### src/rtl/lsm_pkg.sv
package lsm_pkg;

   typedef enum logic [2:0] {
      UOP_COPY  = 3'd0,
      UOP_ADDI  = 3'd1,
      UOP_SUBI  = 3'd2,
      UOP_LOAD  = 3'd3,
      UOP_LDRET = 3'd4,
      UOP_STORE = 3'd5
   } uop_e;

   typedef enum logic [1:0] {
      PH_COPY     = 2'd0,
      PH_WB_EARLY = 2'd1,
      PH_XFER     = 2'd2,
      PH_WB_LATE  = 2'd3
   } phase_e;

endpackage

### src/rtl/lsm_popcnt.sv
module lsm_popcnt #(
   parameter int W  = 16,
   parameter int CW = $clog2(W + 1)
) (
   input  logic [W-1:0]  vec,
   output logic [CW-1:0] cnt
);

   if (W < 1) begin : g_bad_w
      $error("lsm_popcnt: W must be at least 1");
   end

   always_comb begin
      cnt = '0;
      for (int i = 0; i < W; i++) begin
         cnt = cnt + CW'(vec[i]);
      end
   end

endmodule

### src/rtl/lsm_lowbit.sv
module lsm_lowbit #(
   parameter int W  = 16,
   parameter int IW = $clog2(W)
) (
   input  logic [W-1:0]  vec,
   output logic          any,
   output logic [IW-1:0] idx
);

   if (W < 2) begin : g_bad_w
      $error("lsm_lowbit: W must be at least 2");
   end

   always_comb begin
      any = 1'b0;
      idx = '0;
      for (int i = W - 1; i >= 0; i--) begin
         if (vec[i]) begin
            any = 1'b1;
            idx = IW'(i);
         end
      end
   end

   // the chosen index is set and nothing below it is set
   always_comb begin
      if (any) begin
         p_lowest_set_r5: assert (vec[idx] &&
            ((vec & ((W'(1) << idx) - W'(1))) == '0));
      end
   end

endmodule

### src/rtl/lsm_start_off.sv
module lsm_start_off #(
   parameter int CW    = 5,
   parameter int OFF_W = 7,
   parameter int STEP  = 4
) (
   input  logic [CW-1:0]    cnt,
   input  logic             up,
   input  logic             pre,
   output logic [OFF_W-1:0] off
);

   localparam logic [OFF_W-1:0] STEP_W = OFF_W'(STEP);

   always_comb begin
      if (up) off = '0;
      else    off = STEP_W * OFF_W'(cnt) - STEP_W;
      if (!pre) off = off + STEP_W;
   end

endmodule

### src/rtl/lsm_uop_seq.sv
module lsm_uop_seq
   import lsm_pkg::*;
#(
   parameter int REG_CNT = 16,
   parameter int STEP    = 4,
   localparam int IDX_W  = $clog2(REG_CNT),
   localparam int CNT_W  = $clog2(REG_CNT + 1),
   localparam int OFF_W  = $clog2(STEP * REG_CNT + STEP + 1)
) (
   input  logic               clk,
   input  logic               rst_n,
   input  logic               in_valid,
   output logic               in_ready,
   input  logic [IDX_W-1:0]   in_base,
   input  logic               in_pre,
   input  logic               in_up,
   input  logic               in_user,
   input  logic               in_wb,
   input  logic               in_load,
   input  logic [REG_CNT-1:0] in_list,
   output logic               out_valid,
   input  logic               out_ready,
   output logic [2:0]         out_op,
   output logic [IDX_W-1:0]   out_reg,
   output logic               out_usr_bank,
   output logic [OFF_W-1:0]   out_off,
   output logic               out_last
);

   localparam int               RET_IDX = REG_CNT - 1;
   localparam logic [OFF_W-1:0] STEP_W  = OFF_W'(STEP);

   if (REG_CNT < 2) begin : g_bad_cnt
      $error("lsm_uop_seq: REG_CNT must be at least 2");
   end
   if (STEP < 1) begin : g_bad_step
      $error("lsm_uop_seq: STEP must be positive");
   end

   // ---------------- state ----------------
   logic               busy_q;
   phase_e             phase_q;
   logic [IDX_W-1:0]   base_q;
   logic               up_q, wb_q, load_q, fusr_q, eret_q;
   logic [REG_CNT-1:0] list_q;
   logic [CNT_W-1:0]   cnt_q;
   logic [OFF_W-1:0]   off_q;

   // ---------------- input-side decode ----------------
   logic [CNT_W-1:0] in_cnt;
   logic [OFF_W-1:0] in_start;

   lsm_popcnt #(.W(REG_CNT), .CW(CNT_W)) u_cnt (
      .vec (in_list),
      .cnt (in_cnt)
   );

   lsm_start_off #(.CW(CNT_W), .OFF_W(OFF_W), .STEP(STEP)) u_start (
      .cnt (in_cnt),
      .up  (in_up),
      .pre (in_pre),
      .off (in_start)
   );

   // ---------------- remaining-list scan ----------------
   logic             lst_any;
   logic [IDX_W-1:0] lst_idx;
   logic [REG_CNT-1:0] lst_rest;

   lsm_lowbit #(.W(REG_CNT), .IW(IDX_W)) u_low (
      .vec (list_q),
      .any (lst_any),
      .idx (lst_idx)
   );

   assign lst_rest = list_q & ~(REG_CNT'(1) << lst_idx);

   // ---------------- current op and successor ----------------
   uop_e             op_c;
   logic [IDX_W-1:0] reg_c;
   logic             usr_c;
   logic [OFF_W-1:0] off_c;
   phase_e           nxt_c;
   logic             done_c;
   logic [OFF_W-1:0] wb_imm;
   uop_e             wb_op;
   uop_e             xfer_op;

   assign wb_imm = STEP_W * OFF_W'(cnt_q);
   assign wb_op  = up_q ? UOP_ADDI : UOP_SUBI;

   always_comb begin
      if (!load_q)                                   xfer_op = UOP_STORE;
      else if (eret_q && lst_idx == IDX_W'(RET_IDX)) xfer_op = UOP_LDRET;
      else                                           xfer_op = UOP_LOAD;
   end

   always_comb begin
      op_c   = UOP_COPY;
      reg_c  = base_q;
      usr_c  = 1'b0;
      off_c  = '0;
      nxt_c  = PH_COPY;
      done_c = 1'b1;
      unique case (phase_q)
         PH_COPY: begin
            if (load_q && wb_q) begin
               nxt_c = PH_WB_EARLY; done_c = 1'b0;
            end else if (lst_any) begin
               nxt_c = PH_XFER;     done_c = 1'b0;
            end else if (wb_q) begin
               nxt_c = PH_WB_LATE;  done_c = 1'b0;
            end
         end
         PH_WB_EARLY: begin
            op_c  = wb_op;
            off_c = wb_imm;
            if (lst_any) begin
               nxt_c = PH_XFER; done_c = 1'b0;
            end
         end
         PH_XFER: begin
            op_c  = xfer_op;
            reg_c = lst_idx;
            usr_c = fusr_q;
            off_c = off_q;
            if (|lst_rest) begin
               nxt_c = PH_XFER;    done_c = 1'b0;
            end else if (wb_q && !load_q) begin
               nxt_c = PH_WB_LATE; done_c = 1'b0;
            end
         end
         PH_WB_LATE: begin
            op_c  = wb_op;
            off_c = wb_imm;
         end
         default: ;
      endcase
   end

   // ---------------- sequencing ----------------
   logic take, fire;
   assign take = in_valid && !busy_q;
   assign fire = busy_q && out_ready;

   always_ff @(posedge clk or negedge rst_n) begin
      if (!rst_n) begin
         busy_q  <= 1'b0;
         phase_q <= PH_COPY;
         base_q  <= '0;
         up_q    <= 1'b0;
         wb_q    <= 1'b0;
         load_q  <= 1'b0;
         fusr_q  <= 1'b0;
         eret_q  <= 1'b0;
         list_q  <= '0;
         cnt_q   <= '0;
         off_q   <= '0;
      end else if (take) begin
         busy_q  <= 1'b1;
         phase_q <= PH_COPY;
         base_q  <= in_base;
         up_q    <= in_up;
         wb_q    <= in_wb;
         load_q  <= in_load;
         fusr_q  <= in_user && !in_list[RET_IDX];
         eret_q  <= in_user &&  in_list[RET_IDX];
         list_q  <= in_list;
         cnt_q   <= in_cnt;
         off_q   <= in_start;
      end else if (fire) begin
         if (done_c) busy_q <= 1'b0;
         phase_q <= nxt_c;
         if (phase_q == PH_XFER) begin
            list_q <= lst_rest;
            off_q  <= up_q ? off_q + STEP_W : off_q - STEP_W;
         end
      end
   end

   assign in_ready     = !busy_q;
   assign out_valid    = busy_q;
   assign out_op       = op_c;
   assign out_reg      = reg_c;
   assign out_usr_bank = usr_c;
   assign out_off      = off_c;
   assign out_last     = done_c;

   // ---------------- assertions ----------------
   p_hold_r12: assert property (@(posedge clk) disable iff (!rst_n)
      out_valid && !out_ready |=> out_valid && $stable(out_op) &&
      $stable(out_reg) && $stable(out_off) && $stable(out_usr_bank) &&
      $stable(out_last));

   p_first_copy_r2: assert property (@(posedge clk) disable iff (!rst_n)
      in_valid && in_ready |=> out_valid && out_op == 3'(UOP_COPY) &&
      out_reg == $past(in_base) && out_off == '0);

   p_end_idle_r9: assert property (@(posedge clk) disable iff (!rst_n)
      out_valid && out_ready && out_last |=> !out_valid && in_ready);

   p_ret_reg_r8: assert property (@(posedge clk) disable iff (!rst_n)
      out_valid && out_op == 3'(UOP_LDRET) |-> out_reg == IDX_W'(RET_IDX));

   p_bank_xfer_r7: assert property (@(posedge clk) disable iff (!rst_n)
      out_valid && out_usr_bank |-> out_op == 3'(UOP_LOAD) ||
      out_op == 3'(UOP_STORE));

   p_no_take_busy_r11: assert property (@(posedge clk) disable iff (!rst_n)
      out_valid && !(out_ready && out_last) |=> out_valid && !in_ready);

endmodule

### config.mk
export PLATFORM = sky130hd
export DESIGN_NAME = lsm_uop_seq
export DESIGN_NICKNAME = d
export VERILOG_FILES = /design/src/rtl/lsm_pkg.sv /design/src/rtl/lsm_popcnt.sv /design/src/rtl/lsm_lowbit.sv /design/src/rtl/lsm_start_off.sv /design/src/rtl/lsm_uop_seq.sv
export SDC_FILE = /design/constraint.sdc
export NUM_CORES = 1
export LEC_CHECK = 0
export CAP_MARGIN = 10
export CELL_PAD_IN_SITES_DETAIL_PLACEMENT = 0
export CELL_PAD_IN_SITES_GLOBAL_PLACEMENT = 1
export CORE_MARGIN = 10
export CORE_UTILIZATION = 51
export DETAILED_ROUTE_END_ITERATION = 10
export DONT_BUFFER_PORTS = 1
export PLACE_DENSITY_LB_ADDON = 0.1
export SLEW_MARGIN = 20
export SYNTH_ARGS = -nofsm -noshare
export SYNTH_HDL_FRONTEND = slang
export SYNTH_SLANG_ARGS = --single-unit
### constraint.sdc
create_clock -name clk -period 5.1 [get_ports clk]
set_input_delay 1.53 -clock clk [delete_from_list [all_inputs] [get_ports clk]]
set_output_delay 1.53 -clock clk [all_outputs]
set_load 0.03 [all_outputs]
== Word-level counts from Yosys, hierarchy flattened ==
Index checks and enable logic that the tools add are counted.
Storage, ports and cells
  bits in registers: 40
  bits in latches: 0
  memory bits (writable): 0
  bits in read-only memories: 0
  bits of input ports: 29
  output and inout port bits: 18
  logic and storage cells: 122
  memories: 0
Operators by class
  add/subtract/negate cells: 19
  multipliers: 0
  divide/modulo/power cells: 0
  magnitude comparators: 0
  eq/ne operators: 4
  shift-type cells: 1
  multiplexer cells: 67
  bitwise logic cells: 2
  reductions and logical operators: 18
Operators by type and width (number)
  adder 5 x 1 -> 5 bit: 14
  two-way mux 4 bit: 17
  two-way mux 16 bit: 3
  two-way mux 7 bit: 6
  two-way mux 1 bit: 26
  two-way mux 2 bit: 9
  bitwise AND 16 bit: 1
  inverter 16 bit: 1
  OR reduction 16 bit: 1
  left shift 1 x 4 -> 16 bit (first input constant): 1
  adder 7 x 3 -> 7 bit (second input constant): 2
  one-hot mux 7 bit (2 select lines): 1
  subtractor 7 x 3 -> 7 bit (second input constant): 2
  logical AND 1 bit: 7
  two-way mux 3 bit: 2
  one-hot mux 2 bit (3 select lines): 1
  one-hot mux 3 bit (2 select lines): 1
  nonzero test 2 bit: 3
  equality test 2 bit (second input constant): 2
  equality test 4 bit (second input constant): 1
  AND reduction 2 bit: 2
  logical NOT 1 bit: 3
  one-hot mux 1 bit (3 select lines): 1
  adder 1 x 1 -> 2 bit: 1
  3 further kinds: 3

== Longest topological paths before layout ==
  depth in word-level cells: 25
  depth in mapped cells: 20
  gate-level depth less buffers: 20

== Cells and area by module ==
A second synthesis with hierarchy kept.
Unflattened totals
  cells, all modules: 378
  area, all modules: 3121.7 um^2
By module, submodules not included
  lsm_uop_seq: times used 1, cells each 273, area each 2354.8 um^2, sequential area each 1001.0 um^2
  lsm_popcnt: times used 1, cells each 47, area each 407.9 um^2, sequential area each 0.0 um^2
  lsm_start_off: times used 1, cells each 25, area each 180.2 um^2, sequential area each 0.0 um^2
  lsm_lowbit: times used 1, cells each 33, area each 178.9 um^2, sequential area each 0.0 um^2

== Worst setup path after synthesis ==
OpenSTA, ideal clock, no wires.
  path type: input port to flip-flop
  start point: in in_list[0]
  end point: reg off_q[6]
  setup time: 96 ps
  arrival time: 6178 ps
  data required time: 5004 ps
  slack: -1174 ps
  stages: 20
  path buffers: 0
  cell sequence: ha_1 inv_1 fa_1 inv_1 fa_1 fa_1 inv_1 fa_1 fa_1 fa_1 ha_1 nor2_1 ha_1 nor2b_1 nand2b_1 o211ai_1 a21oi_1 a21oi_1 xnor2_1 o31ai_1
On the way
  longest elaborated chain between the ends: 20
RTL lines
  start, declared: line lsm_uop_seq.sv:20  | input logic [REG_CNT-1:0] in_list,
  adder 1 x 1 -> 2 bit (*): line lsm_popcnt.sv:16  | cnt = cnt + CW'(vec[i]);
  adder 5 x 1 -> 5 bit (*) (14 in series): line lsm_popcnt.sv:16
  subtractor 7 x 3 -> 7 bit (*): line lsm_start_off.sv:16  | else off = STEP_W * OFF_W'(cnt) - STEP_W;
  two-way mux 7 bit (*): line lsm_start_off.sv:15  | if (up) off = '0;
  adder 7 x 3 -> 7 bit: line lsm_start_off.sv:17  | if (!pre) off = off + STEP_W;
  two-way mux 7 bit (*): line lsm_start_off.sv:17
  two-way mux 7 bit (*): line lsm_uop_seq.sv:159  | end else if (take) begin
  end signal, assigned: line lsm_uop_seq.sv:170  | off_q <= in_start;
  end signal, assigned: line lsm_uop_seq.sv:176  | off_q <= up_q ? off_q + STEP_W : off_q - STEP_W;
  end, declared: line lsm_uop_seq.sv:47  | logic [OFF_W-1:0] off_q;
Mark *: on every way between the ends. The rest lies on a longest branch, timed or not.
A chain may end at the register's enable or synchronous reset.

== Worst setup path after layout ==
  start point: in in_list[1]
  end point: reg off_q[6]
The elaborated chain is that of the path after synthesis.

==> flow_summary.json <==
{
  "reg2reg_from": "phase_q[0]",
  "cp_cell_sequence": "ha_4 -> inv_2 -> fa_1 -> inv_2 -> fa_1 -> fa_1 -> inv_1 -> fa_1 -> fa_2 -> fa_2 -> ha_4 -> nor2_4 -> ha_4 -> nor2b_4 -> nand2b_1 -> o211ai_1 -> a21oi_1 -> a21oi_1 -> xnor2_1 -> o31ai_1",
  "portBuffers": 0,
  "worstPathRequired_ns": 5.31,
  "cts_inserted_buffers": 5,
  "worstSetupStartpointType": "input port",
  "clk-insertion-delay-late_ns": 0.30,
  "final_layout_size_suffix_gt1_share_pct": 15.2,
  "area_growth_pct": 13.4,
  "ys_seq_area_share_pct": 31.1,
  "timing.fmax_mhz": 168,
  "synth_warnings": 0,
  "dp_slack_ns": -1.19,
  "root_buffer": "clkbuf_8",
  "core_sq_um": 5890,
  "rsz0062_at_grt": "true",
  "die_area_sq_um": 9500,
  "pin_count": 47,
  "multi_input_area_sq_um": 2050,
  "violations": "negative setup slack",
  "slowest_delay_ns": 0.57,
  "synth_area_leaders": "dfrtp_1, nand2_1, fa_1, o21ai_0, ha_1",
  "n_fill_cell": 545,
  "synth_edf_count": 0,
  "finalNetCount": 436,
  "clockBufferDepth": 2,
  "holdPathEnd": "fusr_q",
  "initial_core_util_pct": 52.0,
  "syn_avg_cell_area_sq_um": 8.20,
  "status": "finished with violations",
  "gp_congestion": 0.918,
  "antenna_found_initial": 0,
  "worstHoldStart": "fusr_q",
  "final_cell_mix": "nand2_1, dfrtp_1, o21ai_0",
  "r2r_end": "list_q[6]",
  "whs_path_depth": 2,
  "grt_remaining_overflow": 0,
  "die_h_um": 97.5,
  "worstPathMaxFanout": 3,
  "period_minus_slack_ns": 5.95,
  "post_drt_via_cell_ratio": 6.11,
  "r2r_slack_ns": 2.21,
  "hold_class": "reg -> reg",
  "cts_sinks": 38,
  "async_reset_ff_share_pct": 100,
  "worst_slew_pin_slew_ns": 0.954,
  "ys.flop_type": "dfrtp_1",
  "cts_tree": "done",
  "cp.arrival_ns": 6.16,
  "die_w_um": 97.5,
  "wire_per_inst_um": 19.5,
  "crit_type": "in -> reg",
  "grt_max_degree": 39,
  "dpl_cell_area_sq_um": 3280,
  "hpwl_um": 6820,
  "drc": 0,
  "postLayoutCoreUtil_pct": 58.9,
  "htree_levels": 2,
  "setup_ws_ns": -0.854,
  "reg2reg_depth": 5,
  "tns_ns": -2.22,
  "track_usage_pct": 19.0,
  "ctsHoldBuffers": 0,
  "cp_common_cell": "fa_1",
  "setup_viol_count_final": 4,
  "postSynthCellCount": 373,
  "yosysTopAreaCell": "dfrtp_1",
  "clk_pin_slew_worst_paths_ns": 0.08,
  "crit_slowest_cell": "fa_2",
  "fp-row-count": 28,
  "maxSlewHeadroom_pct": 35.7,
  "grt_pass1_wl_um": 15100,
  "regArea_sq_um": 951,
  "fin_worst_skew_ns": 0.0103,
  "ys_ff_latch": 38,
  "first_iter_violations": 195,
  "hold_viol": 0,
  "firstDrtPassIters": 5,
  "num_vias": 2825,
  "syn-cell-area_sq_um": 3060,
  "critPathCaptureType": "register",
  "design_area_sq_um": 3470,
  "n_antenna_cell": 0,
  "ant_nets": 0,
  "wirelength_um": 9030,
  "finalMaxSlewViolations": 0,
  "yosysUniqueCellTypes": 58,
  "final_common_cell": "nand2_1",
  "post-route-period-util_pct": 117,
  "grt_pass1_vias": 2937,
  "drv_cap": 0,
  "synth_top_area_share_pct": 31.1
}
cells in the mapped netlist (4+ instances only):
cell / count
a21oi_1: 18
o21ai_0: 36
nor2b_1: 7
xnor2_1: 5
a31oi_1: 4
fa_1: 11
nand2b_1: 6
nand2_1: 64
dfrtp_1: 38
nor2_1: 25
a21o_1: 5
nand3_1: 5
o31ai_1: 9
clkbuf_1: 14
xor2_1: 6
ha_1: 10
nor4_1: 7
buf_2: 4
a22o_1: 13
nor3_1: 11
inv_1: 22
cells by family (layout without fill, tap and decap cells):
logic type      after synthesis  after routing  synth area share, %
simple gates                147            147                 24.0
compound gates              110            110                 23.8
buf+inv                      43             56                 5.93
flops                        38             38                 31.1
fa+ha+maj                    21             21                 11.3
xor+xnor                     11             11                 3.15
mux                           2              2                0.654
other cells                   1              2                0.123
registers in the layout, indices dropped and copies added (netlist names):
name	cells
eret_q	1
off_q	5
base_q	4
out_valid	1
fusr_q	1
phase_q	2
load_q	1
up_q	1
cnt_q	5
list_q	16
wb_q	1
worst max path at each step:
stage                           from  endpoint  slack (ns)  depth (start not counted)
after detailed placement  in_list[1]  off_q[6]       -1.19                         20
after CTS                 in_list[1]  off_q[6]       -0.85                         20
final                     in_list[1]  off_q[6]       -0.85                         20
after global placement    in_list[1]  off_q[6]       -1.07                         20
after floorplan           in_list[1]  off_q[6]       -1.04                         20
after global routing      in_list[1]  off_q[6]       -1.07                         20
metal layers:
layer | part of all wire (%) | track usage (%) | up-vias
met1 | 43 | 24.3 | 1345
met2 | 45 | 28.8 | 121
met3 | 10 | 6.97 | 14
met4 | 2.0 | 6.15 | 0
met5 | 0 | 0 | -
li1 | - | - | 1345
critical path, delay by kind of cell:
| kind | cells | cell delay [ns] |
|---|---|---|
| AND/OR/NAND/NOR | 3 | 0.33 |
| adder cells (fa/ha/maj) | 9 | 3.49 |
| buffers and inverters | 3 | 0.12 |
| XOR/XNOR | 1 | 0.09 |
| AO/OA/AOI/OAI | 4 | 0.59 |
what timing repair did:
action / CTS / global route
cloned: 0 / 0
pin swaps: 5 / 5
endpoints found under the setup margin: 4 / 7
resized for setup: 6 / 10
setup buffers: 5 / 3
metrics by stage:
| step | cells | hold WS (ns) |
|---|---|---|
| finish | 462 | 0.470 |
| global route | 462 | 0.510 |
| CTS | 461 | 0.470 |
| detailed placement | 448 | 0.452 |
| global placement | 448 | 0.444 |
| floorplan | 374 | 0.430 |
area by class of cell:
cell class / instances / share of cell area [%]
Inverter: 22 / 2.38
Multi-Input combinational cell: 293 / 59.0
Sequential cell: 38 / 27.4
Clock buffer: 6 / 2.09
Tap cell: 75 / 2.70
Timing Repair Buffer: 26 / 6.06
Clock inverter: 2 / 0.397
Power is left out: the tool's default activity adds up to more than one toggle a clock period on the data nets, which glitch-free logic cannot reach.
